`src/rtl/tx_ep_pkg.sv`:
```
package tx_ep_pkg;
  localparam int DATA_W = 8;

  typedef enum logic [1:0] {
    A_STAT = 2'd0,
    A_CTRL = 2'd1,
    A_MPS  = 2'd2,
    A_CNT  = 2'd3
  } addr_e;

  // control byte bit positions
  localparam int CB_EN    = 0;
  localparam int CB_MODE  = 1;
  localparam int CB_AUTO  = 2;
  localparam int CB_DIR   = 3;
  localparam int CB_FORCE = 4;
  localparam int CB_TLD   = 5;
  localparam int CB_TVAL  = 6;

  typedef struct packed {
    logic dir_tx;
    logic auto_rdy;
    logic dma_mode;
    logic dma_en;
  } ctrl_t;
endpackage

```
`src/rtl/tx_ep_regs.sv`:
```
module tx_ep_regs
  import tx_ep_pkg::*;
(
  input  logic              clk_i,
  input  logic              rst_ni,
  input  logic              wr_en_i,
  input  logic [1:0]        addr_i,
  input  logic [DATA_W-1:0] wdata_i,
  output ctrl_t             ctrl_o,
  output logic [DATA_W-1:0] mps_o,
  output logic              force_stb_o,
  output logic              tog_ld_stb_o,
  output logic              tog_val_o,
  output logic              rdy_set_stb_o,
  output logic              err_o
);
  ctrl_t             ctrl_q;
  logic [DATA_W-1:0] mps_q;
  logic              err_q;
  logic              ctrl_wr;
  logic              unused_bits;

  assign ctrl_wr       = wr_en_i && (addr_e'(addr_i) == A_CTRL);
  assign force_stb_o   = ctrl_wr && wdata_i[CB_FORCE];
  assign tog_ld_stb_o  = ctrl_wr && wdata_i[CB_TLD];
  assign tog_val_o     = wdata_i[CB_TVAL];
  assign rdy_set_stb_o = wr_en_i && (addr_e'(addr_i) == A_STAT) && wdata_i[0];
  assign unused_bits   = wdata_i[7];

  always_ff @(posedge clk_i or negedge rst_ni) begin
    if (!rst_ni) begin
      ctrl_q <= '0;
      mps_q  <= '0;
      err_q  <= 1'b0;
    end else begin
      // mode cleared while DMA still enabled, or together with enable
      err_q <= ctrl_wr && ctrl_q.dma_en && ctrl_q.dma_mode && !wdata_i[CB_MODE];
      if (ctrl_wr) begin
        ctrl_q.dma_en   <= wdata_i[CB_EN];
        ctrl_q.dma_mode <= wdata_i[CB_MODE];
        ctrl_q.auto_rdy <= wdata_i[CB_AUTO];
        ctrl_q.dir_tx   <= wdata_i[CB_DIR];
      end
      if (wr_en_i && (addr_e'(addr_i) == A_MPS)) mps_q <= wdata_i;
    end
  end

  assign ctrl_o = ctrl_q;
  assign mps_o  = mps_q;
  assign err_o  = err_q;
endmodule

```
`src/rtl/tx_ep_pkt.sv`:
```
module tx_ep_pkt
  import tx_ep_pkg::*;
#(
  parameter int FIFO_DEPTH = 64,
  localparam int CNT_W = $clog2(FIFO_DEPTH + 1)
) (
  input  logic              clk_i,
  input  logic              rst_ni,
  input  logic              load_i,
  input  logic              done_i,
  input  logic              ack_i,
  input  logic              force_stb_i,
  input  logic              tog_ld_stb_i,
  input  logic              tog_val_i,
  input  logic              rdy_set_stb_i,
  input  logic              auto_rdy_i,
  input  logic [DATA_W-1:0] mps_i,
  output logic [CNT_W-1:0]  cnt_o,
  output logic              pkt_rdy_o,
  output logic              tog_o,
  output logic              flush_o
);
  logic [CNT_W-1:0] cnt_q;
  logic             pkt_rdy_q, tog_q, flush_q;
  logic             clr, can_load, hit_mps;

  assign clr      = force_stb_i || (done_i && ack_i);
  assign can_load = load_i && (int'(cnt_q) < FIFO_DEPTH);
  assign hit_mps  = can_load && ((int'(cnt_q) + 1) == int'(mps_i));

  always_ff @(posedge clk_i or negedge rst_ni) begin
    if (!rst_ni) begin
      cnt_q     <= '0;
      pkt_rdy_q <= 1'b0;
      tog_q     <= 1'b0;
      flush_q   <= 1'b0;
    end else begin
      flush_q <= force_stb_i;
      // explicit load beats any flip; ack+force flip once
      if (tog_ld_stb_i)  tog_q <= tog_val_i;
      else if (clr)      tog_q <= ~tog_q;

      if (clr)           cnt_q <= '0;
      else if (can_load) cnt_q <= cnt_q + 1'b1;

      if (clr)                                    pkt_rdy_q <= 1'b0;
      else if (rdy_set_stb_i || (auto_rdy_i && hit_mps)) pkt_rdy_q <= 1'b1;
    end
  end

  assign cnt_o     = cnt_q;
  assign pkt_rdy_o = pkt_rdy_q;
  assign tog_o     = tog_q;
  assign flush_o   = flush_q;
endmodule

```
`src/rtl/tx_ep_dma.sv`:
```
module tx_ep_dma
  import tx_ep_pkg::*;
#(
  parameter int FIFO_DEPTH = 64,
  localparam int CNT_W = $clog2(FIFO_DEPTH + 1)
) (
  input  logic              dma_en_i,
  input  logic              dma_mode_i,
  input  logic              pkt_rdy_i,
  input  logic [CNT_W-1:0]  cnt_i,
  input  logic [DATA_W-1:0] mps_i,
  output logic              req_o
);
  logic room_ok, short_ok;

  assign room_ok  = (int'(cnt_i) + int'(mps_i)) <= FIFO_DEPTH;
  assign short_ok = int'(cnt_i) < int'(mps_i);

  always_comb begin
    if (!dma_en_i || pkt_rdy_i) req_o = 1'b0;
    else if (dma_mode_i)        req_o = short_ok;
    else                        req_o = room_ok;
  end
endmodule

```
`src/rtl/tx_ep_ctrl.sv`:
```
module tx_ep_ctrl
  import tx_ep_pkg::*;
#(
  parameter int FIFO_DEPTH  = 64,
  parameter bit SHARED_FIFO = 1'b1,
  localparam int CNT_W = $clog2(FIFO_DEPTH + 1)
) (
  input  logic       clk_i,
  input  logic       rst_ni,
  input  logic       wr_en_i,
  input  logic [1:0] addr_i,
  input  logic [7:0] wdata_i,
  output logic [7:0] rdata_o,
  input  logic       load_i,
  input  logic       done_i,
  input  logic       ack_i,
  output logic       dma_req_o,
  output logic       flush_o,
  output logic       err_o,
  output logic       dir_tx_o
);
  ctrl_t             ctrl_q;
  logic [DATA_W-1:0] mps_q;
  logic [CNT_W-1:0]  cnt_q;
  logic              pkt_rdy_q, tog_q;
  logic              force_stb, tog_ld_stb, tog_val, rdy_set_stb;

  tx_ep_regs u_regs (
    .clk_i         (clk_i),
    .rst_ni        (rst_ni),
    .wr_en_i       (wr_en_i),
    .addr_i        (addr_i),
    .wdata_i       (wdata_i),
    .ctrl_o        (ctrl_q),
    .mps_o         (mps_q),
    .force_stb_o   (force_stb),
    .tog_ld_stb_o  (tog_ld_stb),
    .tog_val_o     (tog_val),
    .rdy_set_stb_o (rdy_set_stb),
    .err_o         (err_o)
  );

  tx_ep_pkt #(.FIFO_DEPTH(FIFO_DEPTH)) u_pkt (
    .clk_i         (clk_i),
    .rst_ni        (rst_ni),
    .load_i        (load_i),
    .done_i        (done_i),
    .ack_i         (ack_i),
    .force_stb_i   (force_stb),
    .tog_ld_stb_i  (tog_ld_stb),
    .tog_val_i     (tog_val),
    .rdy_set_stb_i (rdy_set_stb),
    .auto_rdy_i    (ctrl_q.auto_rdy),
    .mps_i         (mps_q),
    .cnt_o         (cnt_q),
    .pkt_rdy_o     (pkt_rdy_q),
    .tog_o         (tog_q),
    .flush_o       (flush_o)
  );

  tx_ep_dma #(.FIFO_DEPTH(FIFO_DEPTH)) u_dma (
    .dma_en_i   (ctrl_q.dma_en),
    .dma_mode_i (ctrl_q.dma_mode),
    .pkt_rdy_i  (pkt_rdy_q),
    .cnt_i      (cnt_q),
    .mps_i      (mps_q),
    .req_o      (dma_req_o)
  );

  generate
    if (SHARED_FIFO) begin : g_shared
      assign dir_tx_o = ctrl_q.dir_tx;
    end else begin : g_fixed
      logic unused_dir;
      assign unused_dir = ctrl_q.dir_tx;
      assign dir_tx_o   = 1'b1;
    end
  endgenerate

  always_comb begin
    rdata_o = '0;
    unique case (addr_e'(addr_i))
      A_STAT: rdata_o[0] = pkt_rdy_q;
      A_CTRL: begin
        rdata_o[CB_EN]   = ctrl_q.dma_en;
        rdata_o[CB_MODE] = ctrl_q.dma_mode;
        rdata_o[CB_AUTO] = ctrl_q.auto_rdy;
        rdata_o[CB_DIR]  = ctrl_q.dir_tx;
        rdata_o[CB_TVAL] = tog_q;
      end
      A_MPS:  rdata_o = mps_q;
      A_CNT:  rdata_o = 8'(cnt_q);
      default: rdata_o = '0;
    endcase
  end
endmodule

```
`config.mk`:
```
export PLATFORM = sky130hd
export DESIGN_NAME = tx_ep_ctrl
export DESIGN_NICKNAME = d
export VERILOG_FILES = /design/src/rtl/tx_ep_pkg.sv /design/src/rtl/tx_ep_regs.sv /design/src/rtl/tx_ep_pkt.sv /design/src/rtl/tx_ep_dma.sv /design/src/rtl/tx_ep_ctrl.sv
export SDC_FILE = /design/constraint.sdc
export NUM_CORES = 1
export LEC_CHECK = 0
export BUFFER_PORTS_ARGS = -buffer_cell sky130_fd_sc_hd__buf_4
export CAP_MARGIN = 20
export CORE_MARGIN = 4
export CORE_UTILIZATION = 51
export DETAILED_ROUTE_END_ITERATION = 10
export GPL_TIMING_DRIVEN = 1
export PLACE_DENSITY = 0.88
export SLEW_MARGIN = 40
export SYNTH_ARGS = -nofsm -noshare
export SYNTH_HDL_FRONTEND = slang
export SYNTH_SLANG_ARGS = --single-unit
```
`constraint.sdc`:
```
create_clock -name clk_i -period 2.17 [get_ports clk_i]
set_input_delay 0.217 -clock clk_i [delete_from_list [all_inputs] [get_ports clk_i]]
set_output_delay 0.217 -clock clk_i [all_outputs]
set_load 0.02 [all_outputs]
```
-- Word-level counts from Yosys, hierarchy flattened
Index checks and enable logic that the tools add are counted.
- $add $sub $neg: 3
- $lt $le $gt $ge: 3
- eq/ne operators: 4
- muxes and demuxes: 13
- bitwise gates (word level): 1
- reduce and logical (&&, ||, !) cells: 22
- operator list (cell ; count):
    32-bit by 9-bit equality test with 1-bit output ; 1
    32-bit by 8-bit less-or-equal comparator with 1-bit output (second input constant) ; 1
    7-bit two-way mux ; 2
    1-bit logical AND ; 13
    7-bit by 8-bit adder with 9-bit output ; 1
    3-bit one-hot mux with 3 select lines ; 1
    7-bit by 1-bit adder with 8-bit output (second input constant) ; 1
    7-bit by 8-bit < comparator with 1-bit output ; 1
    7-bit by 1-bit adder with 7-bit output (second input constant) ; 1
    7-bit < comparator (second input constant) ; 1
    1-bit two-way mux ; 7
    2-bit nonzero test ; 3
    2-bit equality test (second input constant) ; 2
    1-bit one-hot mux with 4 select lines ; 1
    2-bit one-hot mux with 2 select lines ; 1
    1-bit logical OR ; 3
    1-bit one-hot mux with 3 select lines ; 1
    2-bit by 1-bit equality test with 1-bit output (second input constant) ; 1
    1-bit logical NOT ; 2
    2-bit logical NOT ; 1
    1-bit NOT ; 1
- register bits: 23
- output and inout bits: 12
- word-level logic and storage cells: 56

-- Logic depth before layout (Yosys ltp)
- word-level depth: 7
- mapped depth: 8
- depth with buffers taken out: 8

-- Modules after synthesis
Synthesis repeated with hierarchy kept, for this count alone.
- cell total of the unflattened synthesis: 186
- area, all modules: 1878.1 µm²
- modules (own cells, without submodules) (module ; times used ; cells each ; area an instance (µm²) ; sequential area each (µm²)):
    tx_ep_pkt ; 1 ; 65 ; 620.6 ; 250.2
    tx_ep_dma ; 1 ; 69 ; 544.3 ; 0.0
    tx_ep_regs ; 1 ; 35 ; 544.3 ; 325.3
    tx_ep_ctrl ; 1 ; 17 ; 168.9 ; 0.0

-- Worst setup path before layout
Ideal clock, no wire load.
- path type: register -> output
- start: reg u_pkt.cnt_q[0] (netlist: u_pkt.cnt_o[0])
- end: out dma_req_o
- arrival time: 2.157 ns
- required time: 1.953 ns
- slack: -0.204 ns
- stages on the path, launching flop included: 9
- cell sequence: dfrtp_1 ha_1 fa_1 nor2b_1 o31ai_2 nand3_1 o311ai_0 a31oi_1 o22ai_1
- cells in the longest elaborated chain, start to end: 4
- ends and longest elaborated chain (element ; RTL line ; source):
    from (decl) ; tx_ep_pkt.sv:23 ; logic [CNT_W-1:0] cnt_q;
    from (signal assigned) ; tx_ep_pkt.sv:44 ; else if (can_load) cnt_q <= cnt_q + 1'b1;
    7-bit by 8-bit adder with 9-bit output ; tx_ep_dma.sv:16 ; assign room_ok = (int'(cnt_i) + int'(mps_i)) <= FIFO_DEPTH;
    32-bit by 8-bit less-or-equal comparator with 1-bit output ; tx_ep_dma.sv:16 ;
    1-bit two-way mux * ; tx_ep_dma.sv:21 ; else if (dma_mode_i) req_o = short_ok;
    1-bit two-way mux * ; tx_ep_dma.sv:20 ; if (!dma_en_i || pkt_rdy_i) req_o = 1'b0;
    to (decl) ; tx_ep_ctrl.sv:17 ; output logic dma_req_o,
Every way passes the cells marked *; elsewhere a longest branch is shown, timed or not.

-- Final worst setup path
- start: reg u_regs.mps_q[0] (netlist: u_regs.mps_o[0])
- end: out dma_req_o
- cells in the longest elaborated chain, start to end: 4
- ends and longest elaborated chain (element ; RTL line ; source):
    from (decl) ; tx_ep_regs.sv:18 ; logic [DATA_W-1:0] mps_q;
    from (signal assigned) ; tx_ep_regs.sv:44 ; if (wr_en_i && (addr_e'(addr_i) == A_MPS)) mps_q <= wdata_i;
    7-bit by 8-bit adder with 9-bit output ; tx_ep_dma.sv:16 ;
    32-bit by 8-bit less-or-equal comparator with 1-bit output ; tx_ep_dma.sv:16 ;
    1-bit two-way mux * ; tx_ep_dma.sv:21 ;
    1-bit two-way mux * ; tx_ep_dma.sv:20 ;
Marks and branches as above.

==> reports/qor.txt <==
Crit path depth - 9
Sequential share of the synthesized area - 31.34%
Routed WL - 4750 um
Final worst-path cycle share - 122.6%
DP Wirelength - 3646 um
Placed instance area - 2185 um2
Setup ws final - -0.4902 ns
CTS Buf Count - 3
Register share of total power - 37.4%
Initial antenna violation count - 0
CP required - 1.95 ns
Final min period - 2.660 ns
Failing checks - setup timing
Clock skew - 0.003879 ns
CTS clk-pin slew, worst paths - 0.13 ns
Hold Path End - u_regs.err_o
H-tree level count - 1
Die W - 68.01 um
Slowest-stage cell, CP - dfrtp_1
Drt wl/cell - 16.96 um
Drt first-iter violations - 101
Hold Crit Start - wdata_i[1]
Crit end category - primary output
VDD IR-drop max - 0.0004280 V
Vias in the first global route - 1637
Worst R2R Setup Slack - 0.34 ns
EDFF count, synth - 0
Fin cells - 280
P_sw - 580.5 uW
Syn_area_per_cell - 9.566 um2
Outcome - finished, violations left
Total iterations of the first detailed-routing run - 4
Largest delay share family, worst path - simple AND/OR/NAND/NOR gates
Pint - 938.9 uW
Initial Util - 53.77%
Yosys warnings - 0
Clock root cell - clkbuf_4
Clock share of power - 13.8%
Largest net degree at the start of global routing - 24
Hold crit path type - primary input to flop
Crit path max fanout - 5
CP startpoint kind - flop
Drt drc - 0
Clk sink count - 23
GR Util All Layers - 22.21%
Worst Max-Slew Pin Slew - 0.4683 ns
Post-DRT Antenna Nets - 0
Max-Cap Viols - 0
Reg-to-Reg End - u_pkt.pkt_rdy_o
Hold Violations, Final - 0
Ant diodes - 0
Syn Std Cell Area - 1837 um2
Placed cells - 274
Critical-path cell list - ha_2 -> fa_2 -> nor2b_4 -> a21boi_1 -> or3b_1 -> and4b_1 -> a31oi_1 -> o22ai_2 -> buf_6
CP max stage delay - 0.41 ns
Register bit total from synthesis - 23
Pwr dens - 678.1 nW/um2
RSZ-0062 raised after global routing - true
Syn nets - 224
Pins Over Slew Limit - 0
Clock Latency Late Sink - 0.32 ns
Synthesized netlist cell count - 192
Pre-CTS setup slack - -0.1789 ns
Main synth FF type - dfrtp_1
CP Data Arrival Time - 2.44 ns
Setup violators final - 1
RePlAce Congestion - 0.8685
IO buf count - 27
Site Rows - 21
Longest Clk Path Bufs - 2
Leakage - 0.001039 uW
Worst r2r src - u_pkt.cnt_o[1]
Final #Nets - 267
# fillers - 280
Fmax - 375.9 MHz
Hold Slack - 0.07497 ns
Share of cells above drive strength 1 - 30.34%
Switching share of power - 38.21%
GR Overflow Total - 0
Area of the die - 4625 um2
Synth cell types - 45
Vias post-DR - 1635
Core area - 3416 um2
Fraction of registers with async set/reset - 100.0%
CTS tree - yes
Height of the die - 68.01 um
Final Cell Area - 2241 um2
Vias per cell - 5.839
First-pass GRT wire length - 7721 um
Reg2Reg Depth - 8
Worst path bufs/invs - 1
Combinational Power Share - 48.8%
Slew margin rel. - 68.68%
WHS Path Cells - 2
Io pins - 28
P&R area growth vs syn - 22.00%
Kind of critical path - flop to primary output
## sequential cells by signal, indices dropped and copies added, names as in the netlist
name             flops
u_regs.mps_o         8
u_pkt.cnt_o          7
u_regs.ctrl_o        4
u_pkt.flush_o        1
u_pkt.pkt_rdy_o      1
u_pkt.tog_o          1
u_regs.err_o         1
## worst reg2reg max path: stages, from the launching register on
cell     delay (ns)
dfrtp_1        0.41
buf_4          0.14
buf_4          0.12
nand3_2        0.12
or2_2          0.35
xnor2_1        0.18
mux2i_1        0.20
nand3_1        0.09
a21oi_1        0.16
## repair_timing
item | CTS | global route
resized for setup | 3 | 1
endpoints found under the setup margin | 1 | 1
hold endpoints to repair | 23 | 0
pin swaps | 3 | 1
hold buffers | 1 | 0
buffers inserted | 0 | 1
## stage by stage
step | utilization [%] | TNS [ns] | total power [uW]
2_1_floorplan | - | -0.07806 | 1038
3_3_place_gp | 63.96 | -0.1353 | 1265
3_5_place_dp | 63.96 | -0.1789 | 1291
4_1_cts | 65.13 | -0.5240 | 1510
5_1_grt | 65.60 | -0.5951 | 1627
6_report | 65.60 | -0.4902 | 1519
## synthesized netlist by cell type, types with 2 or more instances
| library cell | instances | area, um2 |
|---|---|---|
| dfrtp_1 | 23 | 575.6 |
| ha_1 | 15 | 187.7 |
| nand2_1 | 15 | 56.30 |
| nor2_1 | 13 | 48.80 |
| mux2_2 | 12 | 135.1 |
| o21ai_0 | 10 | 50.05 |
| inv_1 | 9 | 33.78 |
| xnor2_1 | 9 | 78.83 |
| nor2b_1 | 8 | 50.05 |
| nand2b_1 | 7 | 43.79 |
| nand3_1 | 6 | 30.03 |
| xor2_1 | 6 | 52.55 |
| a21oi_1 | 5 | 25.02 |
| a22o_1 | 4 | 35.03 |
| a31oi_1 | 4 | 25.02 |
| mux2i_1 | 4 | 40.04 |
| nor3_1 | 4 | 20.02 |
| nor3b_1 | 4 | 30.03 |
| buf_2 | 2 | 10.01 |
| buf_6 | 2 | 22.52 |
| nand4_1 | 2 | 12.51 |
| nand4b_1 | 2 | 17.52 |
| nor4b_1 | 2 | 17.52 |
| o22ai_1 | 2 | 12.51 |
| o31ai_2 | 2 | 25.02 |
## power groups by stage
stage,registers (uW),logic [uW],clock network [uW]
floorplan,577,461,0
global placement,572,693,0
detailed placement,575,716,0
CTS,567,728,216
global route,579,814,234
finish,568,742,210
## worst max-delay path by stage
stage | startpoint | endpoint | slack [ns]
2_1_floorplan | u_pkt.cnt_o[0] | dma_req_o | -0.08
3_3_place_gp | u_pkt.cnt_o[0] | dma_req_o | -0.14
3_5_place_dp | u_pkt.cnt_o[0] | dma_req_o | -0.18
4_1_cts | u_regs.mps_o[0] | dma_req_o | -0.52
5_1_grt | u_regs.mps_o[0] | dma_req_o | -0.60
6_report | u_regs.mps_o[0] | dma_req_o | -0.49
## layout make-up
| class | instances | area (um2) | share of cell area, % |
|---|---|---|---|
| Clock buffer | 4 | 26.28 | 1.173 |
| Inverter | 9 | 33.78 | 1.508 |
| Multi-Input combinational cell | 154 | 1211 | 54.05 |
| Sequential cell | 23 | 575.6 | 25.68 |
| Tap cell | 46 | 57.56 | 2.568 |
| Timing Repair Buffer | 44 | 336.6 | 15.02 |
## routing by layer
layer / GRT usage, % / vias up / routed length, um
met3: 4.105 / 12 / 253
li1: - / 764 / -
met1: 29.82 / 802 / 1992
met4: 5.459 / 0 / 105
met2: 36.82 / 57 / 2398
met5: 0 / - / 0
## placed cells by master (no fill, tap or decap), drive strengths merged, types with 2 or more instances in the layout
master	synthesis	routed
o31ai	2	2
o21ai	10	10
nand3	7	7
dfrtp	23	23
mux2i	4	4
nand4	2	2
nor3	4	4
clkbuf	1	4
o22ai	2	2
inv	9	9
nand2	15	15
nand4b	2	2
mux2	13	13
xnor2	9	9
nand2b	7	7
ha	15	15
nor2	13	13
buf	5	43
nor3b	4	4
a31oi	4	4
a22o	4	4
a21oi	5	5
xor2	6	6
nor4b	2	2
nor2b	9	9
## logic make-up after synthesis
logic type / share of synthesized area, %
xor+xnor: 7.153
buf+inv: 4.223
simple gates: 22.28
compound gates: 12.13
mux: 11.58
fa+ha+maj: 11.31
flops: 31.34
(Power assumes the default switching activity.)
